[src/rtl/pii_pkg.sv]
package pii_pkg;
  localparam int SAMPLE_W_DEF = 16;
  localparam int COUNT_W_DEF  = 24;

  typedef enum logic {TRACK_MAX = 1'b0, TRACK_MIN = 1'b1} track_kind_e;
endpackage

[src/rtl/pii_refresh_timer.sv]
module pii_refresh_timer #(
  parameter int COUNT_W = pii_pkg::COUNT_W_DEF
) (
  input  logic               clk,
  input  logic               rst,
  input  logic [COUNT_W-1:0] limit,
  output logic               tick
);
  localparam logic [COUNT_W-1:0] ONE = COUNT_W'(1);

  logic [COUNT_W-1:0] count_q;

  // Comparing with >= means a limit lowered below the current count still expires at once.
  assign tick = (count_q >= limit);

  always_ff @(posedge clk) begin
    if (rst)       count_q <= '0;
    else if (tick) count_q <= '0;
    else           count_q <= count_q + ONE;
  end

  p_restart_r5: assert property (@(posedge clk) disable iff (rst)
    tick |=> (count_q == '0));
  p_advance_r5: assert property (@(posedge clk) disable iff (rst)
    !tick |=> (count_q == $past(count_q) + ONE));
  p_single_pulse_r5: assert property (@(posedge clk) disable iff (rst)
    (tick && limit != '0) |=> !tick);
endmodule

[src/rtl/pii_hold_reg.sv]
module pii_hold_reg #(
  parameter int                   SAMPLE_W = pii_pkg::SAMPLE_W_DEF,
  parameter pii_pkg::track_kind_e KIND     = pii_pkg::TRACK_MAX
) (
  input  logic                       clk,
  input  logic                       rst,
  input  logic                       tick,
  input  logic                       valid,
  input  logic signed [SAMPLE_W-1:0] sample,
  output logic signed [SAMPLE_W-1:0] hold
);
  logic armed_q;
  logic beats;

  generate
    if (KIND == pii_pkg::TRACK_MAX) begin : g_cmp_max
      assign beats = (sample > hold);
    end else begin : g_cmp_min
      assign beats = (sample < hold);
    end
  endgenerate

  always_ff @(posedge clk) begin
    if (rst) begin
      hold    <= '0;
      armed_q <= 1'b0;
    end else if (tick) begin
      hold    <= valid ? sample : '0;
      armed_q <= valid;
    end else if (valid) begin
      if (!armed_q || beats) hold <= sample;
      armed_q <= 1'b1;
    end
  end

  p_refresh_take_r7: assert property (@(posedge clk) disable iff (rst)
    (tick && valid) |=> (hold == $past(sample)));
  p_refresh_clear_r6: assert property (@(posedge clk) disable iff (rst)
    (tick && !valid) |=> (hold == '0));
  p_first_load_r3: assert property (@(posedge clk) disable iff (rst)
    (!tick && valid && !armed_q) |=> (hold == $past(sample)));
  p_idle_hold_r4: assert property (@(posedge clk) disable iff (rst)
    (!tick && !valid) |=> $stable(hold));

  generate
    if (KIND == pii_pkg::TRACK_MAX) begin : g_chk_max
      p_no_retreat_r4: assert property (@(posedge clk) disable iff (rst)
        (!tick && armed_q) |=> ($signed(hold) >= $signed($past(hold))));
    end else begin : g_chk_min
      p_no_retreat_r4: assert property (@(posedge clk) disable iff (rst)
        (!tick && armed_q) |=> ($signed(hold) <= $signed($past(hold))));
    end
  endgenerate
endmodule

[src/rtl/peak_indicator.sv]
module peak_indicator #(
  parameter int SAMPLE_W = pii_pkg::SAMPLE_W_DEF,
  parameter int COUNT_W  = pii_pkg::COUNT_W_DEF
) (
  input  logic                clk,
  input  logic                rst,
  input  logic [COUNT_W-1:0]  refresh_limit,
  input  logic                smp_valid,
  output logic                smp_ready,
  input  logic [SAMPLE_W-1:0] smp_data,
  output logic [SAMPLE_W-1:0] hold_max,
  output logic [SAMPLE_W-1:0] hold_min,
  output logic                refresh_pulse
);
  localparam int NUM_TRACK = 2;

  logic                       tick;
  logic                       take;
  logic signed [SAMPLE_W-1:0] held [NUM_TRACK];

  assign smp_ready = 1'b1;
  assign take      = smp_valid && smp_ready;

  pii_refresh_timer #(.COUNT_W(COUNT_W)) u_timer (
    .clk   (clk),
    .rst   (rst),
    .limit (refresh_limit),
    .tick  (tick)
  );

  generate
    for (genvar g = 0; g < NUM_TRACK; g++) begin : g_track
      localparam pii_pkg::track_kind_e KIND_G =
        (g == 0) ? pii_pkg::TRACK_MAX : pii_pkg::TRACK_MIN;
      pii_hold_reg #(.SAMPLE_W(SAMPLE_W), .KIND(KIND_G)) u_hold (
        .clk    (clk),
        .rst    (rst),
        .tick   (tick),
        .valid  (take),
        .sample ($signed(smp_data)),
        .hold   (held[g])
      );
    end
  endgenerate

  assign hold_max      = held[0];
  assign hold_min      = held[1];
  assign refresh_pulse = tick;

  p_order_r4: assert property (@(posedge clk) disable iff (rst)
    $signed(hold_max) >= $signed(hold_min));
  p_reset_state_r1: assert property (@(posedge clk)
    rst |=> (hold_max == '0 && hold_min == '0));
endmodule

[config.mk]
export PLATFORM = sky130hd
export DESIGN_NAME = peak_indicator
export DESIGN_NICKNAME = d
export VERILOG_FILES = /design/src/rtl/pii_pkg.sv /design/src/rtl/pii_refresh_timer.sv /design/src/rtl/pii_hold_reg.sv /design/src/rtl/peak_indicator.sv
export SDC_FILE = /design/constraint.sdc
export NUM_CORES = 1
export LEC_CHECK = 0
export ABC_AREA = 1
export BUFFER_PORTS_ARGS = -buffer_cell sky130_fd_sc_hd__buf_2
export CAP_MARGIN = 40
export CELL_PAD_IN_SITES_DETAIL_PLACEMENT = 1
export CELL_PAD_IN_SITES_GLOBAL_PLACEMENT = 1
export CORE_AREA = 2 2 75 148
export CTS_BUF_LIST = sky130_fd_sc_hd__clkbuf_4 sky130_fd_sc_hd__clkbuf_8
export CTS_CLUSTER_SIZE = 10
export DETAILED_ROUTE_END_ITERATION = 10
export DIE_AREA = 0 0 77 150
export PLACE_DENSITY = 0.82
export SETUP_SLACK_MARGIN = 0.3
export SYNTH_ARGS = -nofsm -noshare
export SYNTH_HDL_FRONTEND = slang
export SYNTH_SLANG_ARGS = --single-unit
[constraint.sdc]
create_clock -name clk -period 2.22 [get_ports clk]
set_input_delay 0 -clock clk [delete_from_list [all_inputs] [get_ports clk]]
set_output_delay 0 -clock clk [all_outputs]
set_load 0.05 [all_outputs]
==> metrics.cfg <==
[flow_run]
cap_violations = 0

[route]
drt_iter0_drc = 154
drt.antenna.violating_nets = 0
drt-wirelength-per-cell_um = 19.2
wirelength_um = 17000
firstDrtPassIters = 4
vias = 4615
vias_per_cell = 5.21
drc = 0

[setup_path]
critPathMostFrequentCell = nand2_2
path_class = flip-flop to flip-flop
crit_buf_inv = 3
slowest_stage = dfxtp_4
crit_required_ns = 2.48
worstPathMaxFanout = 7
path_cells = inv_1, ha_4, nand2_1, inv_1, nand3_2, nor3_2, nand2_2, nand2_1, nand2_2, nand2_4, nand2_8, buf_6, nand3_4, nand2_2, nor2_1
critical_path.top_delay_family = simple AND/OR/NAND/NOR gates
arrival_ns = 2.54
start_kind = flip-flop
end_kind = flip-flop
max_stage_delay_ns = 0.35

[die]
die_h_um = 150
start_util_pct = 39.0
ios = 77
dieArea_mm2 = 0.0116
core_area_mm2 = 0.0105
rows = 53
die_x_um = 77

[timing]
fmax_mhz = 440
clock-skew-final_ns = 0.0110
period_minus_slack_ns = 2.27
rsz0062_at_grt = yes
hold_slack_ns = 0.0527
setup_viol = 2
setup_slack_ns = -0.0548
finalMaxSlewViolations = 0
period_share_pct = 102
hold_viol = 0

[logic_synthesis]
synth.avg_cell_area_um2 = 6.57
ys_ff_latch = 57
ys.flop_type = dfxtp_1
synth_area_mm2 = 0.00409
syn_nets = 721
synth_top_area_share_pct = 27.9
netlist_instances = 622
synth_top_area_cell = dfxtp_1
synthTopCellsByArea = dfxtp_1 (28%), ha_1 (17%), nand2_1 (15%)
post_synth_num_cell_types = 34
synth_edf_count = 0
ys_warn_count = 0
ys_seq_area_share_pct = 27.9
async_flop_share_pct = 0

[clock_network]
numCtsBuffers = 9
ctsHtreeMaxLevel = 3
clock-sinks = 57
clk_latency_ns = 0.36
cts_buffer_depth = 2
tritoncts = yes
root_buffer = clkbuf_8
clk_pin_slew_ns = 0.07

[power]
peakVddDrop_uv = 408
power_leakage_nw = 3.02
powerDensity_mw_per_mm2 = 541

[finish]
seq_area_mm2 = 0.00126
drive_above_1_share_pct = 45.3
diodes = 0
area_growth_pct = 51.8
num-nets-final = 843
multiInputGateArea_mm2 = 0.00336
instances_no_fill = 886
fill_cells = 1319
final_area_mm2 = 0.00620

[place]
dp_cells = 828
numPortBuffers = 75
hpwlAfterDp_um = 9300
routabilityCongestion = 0.809
dpl_cell_area_mm2 = 0.00487
pre_cts_ws_ns = 0.0412

[grt]
grt.overflow.total = 0
grt_antenna_before_repair = 0
grt_pass1_vias = 4917
grt_max_degree = 25
grt_pass1_wl_um = 23100
grt_usage_pct = 25.9

[outcome]
violations = negative setup slack
status = finished with violations

[min_path]
hold_class = input pin to flip-flop

tightest hold or removal path, cell delays in order:
cell    delay, ns
buf_2        0.13
inv_1        0.06
nor2_1       0.05
nor2_1       0.09
nor2_1       0.05
cell usage after synthesis, types with 2 or more instances:
cell / count
nand2_1: 164
inv_1: 112
nor2_1: 106
dfxtp_1: 57
ha_1: 56
a21oi_1: 32
nand3_1: 20
nor3_1: 10
nor2_2: 5
o21ai_0: 5
buf_2: 4
buf_6: 4
nand2_4: 4
nor3_2: 4
nor3b_1: 4
xor2_1: 4
a21o_1: 3
clkbuf_1: 3
inv_2: 3
nand4_1: 3
xnor2_1: 3
nand3_2: 2
or2_0: 2
or2_2: 2
sequential cells by signal (all words and copies together) (netlist names):
register	flops
g_track.u_hold.hold	32
u_timer.count_q	24
g_track.u_hold.armed_q	1
layout make-up:
cell class | count | area share, %
Multi-Input combinational cell | 444 | 54.2
Inverter | 116 | 7.14
Sequential cell | 57 | 20.4
Clock buffer | 13 | 2.68
Timing Repair Buffer | 116 | 12.6
Clock inverter | 3 | 0.242
Tap cell | 137 | 2.76
routing by layer:
layer	track usage, %	wire length, µm	vias to the layer above
li1	-	-	2157
met1	22.1	5290	2182
met2	52.5	9410	174
met3	3.80	583	102
met4	18.3	1680	0
met5	0	0	-
path summary, 6_finish.rpt:
path	from	endpoint	slack (ns)	cells past startpoint
worst max-delay path	g_track[1].u_hold.hold[15]	g_track[1].u_hold.hold[13]	-0.05	15
worst min-delay path	smp_data[7]	g_track[1].u_hold.hold[7]	0.05	5
worst max register to register	g_track[1].u_hold.hold[15]	g_track[1].u_hold.hold[13]	-0.05	15
worst min register to register	u_timer.count_q[0]	u_timer.count_q[0]	0.44	1
power by group:
group / internal, mW / total, mW / switching, mW
Clock: 0.486 / 0.955 / 0.469
Combinational: 0.430 / 1.27 / 0.842
Sequential: 1.08 / 1.13 / 0.0489
Total: 2.00 / 3.36 / 1.36
cells in the final DEF (no fill, tap or decap), types with 4 or more instances in the layout:
master	n
nand2_4	11
dfxtp_2	30
inv_2	10
nand2_8	10
xor2_1	4
a21oi_1	18
nand2_2	37
buf_4	30
dfxtp_1	4
nand3_1	12
nor3_2	4
nor3_1	7
nor2_2	10
a21oi_2	12
ha_4	33
buf_6	4
dfxtp_4	23
buf_12	4
nor2_4	5
clkbuf_8	11
nor2_1	97
buf_2	75
inv_1	103
nand2_1	119
nand3_2	9
ha_1	23
through the flow:
step / util (%) / power (mW) / setup TNS, ns
5_1_grt: 59.2 / 3.51 / -1.13
4_1_cts: 54.9 / 3.15 / 0
2_1_floorplan: - / 1.81 / 0
3_3_place_gp: 46.4 / 1.99 / 0
3_5_place_dp: 46.4 / 2.03 / 0
6_report: 59.2 / 3.36 / -0.0732
cells by family (layout without fill, tap and decap cells):
group,after synthesis,in the layout,synth area share (%)
AND/OR/NAND/NOR,330,337,35.0
buffers and inverters,128,248,12.7
flip-flops,57,57,27.9
adder cells (fa/ha/maj),56,56,17.1
AO/OA/AOI/OAI,43,43,5.60
XOR/XNOR,7,7,1.50
other,1,1,0.0917
repair_timing:
item	4_1_cts	5_1_grt
buffers inserted	24	9
setup endpoints to repair	40	58
cloned	7	1
hold buffers	1	0
gates resized for setup	94	72
pin swaps	25	35
hold endpoints to repair	1	0
No activity file was read; power rests on OpenSTA's default activity.
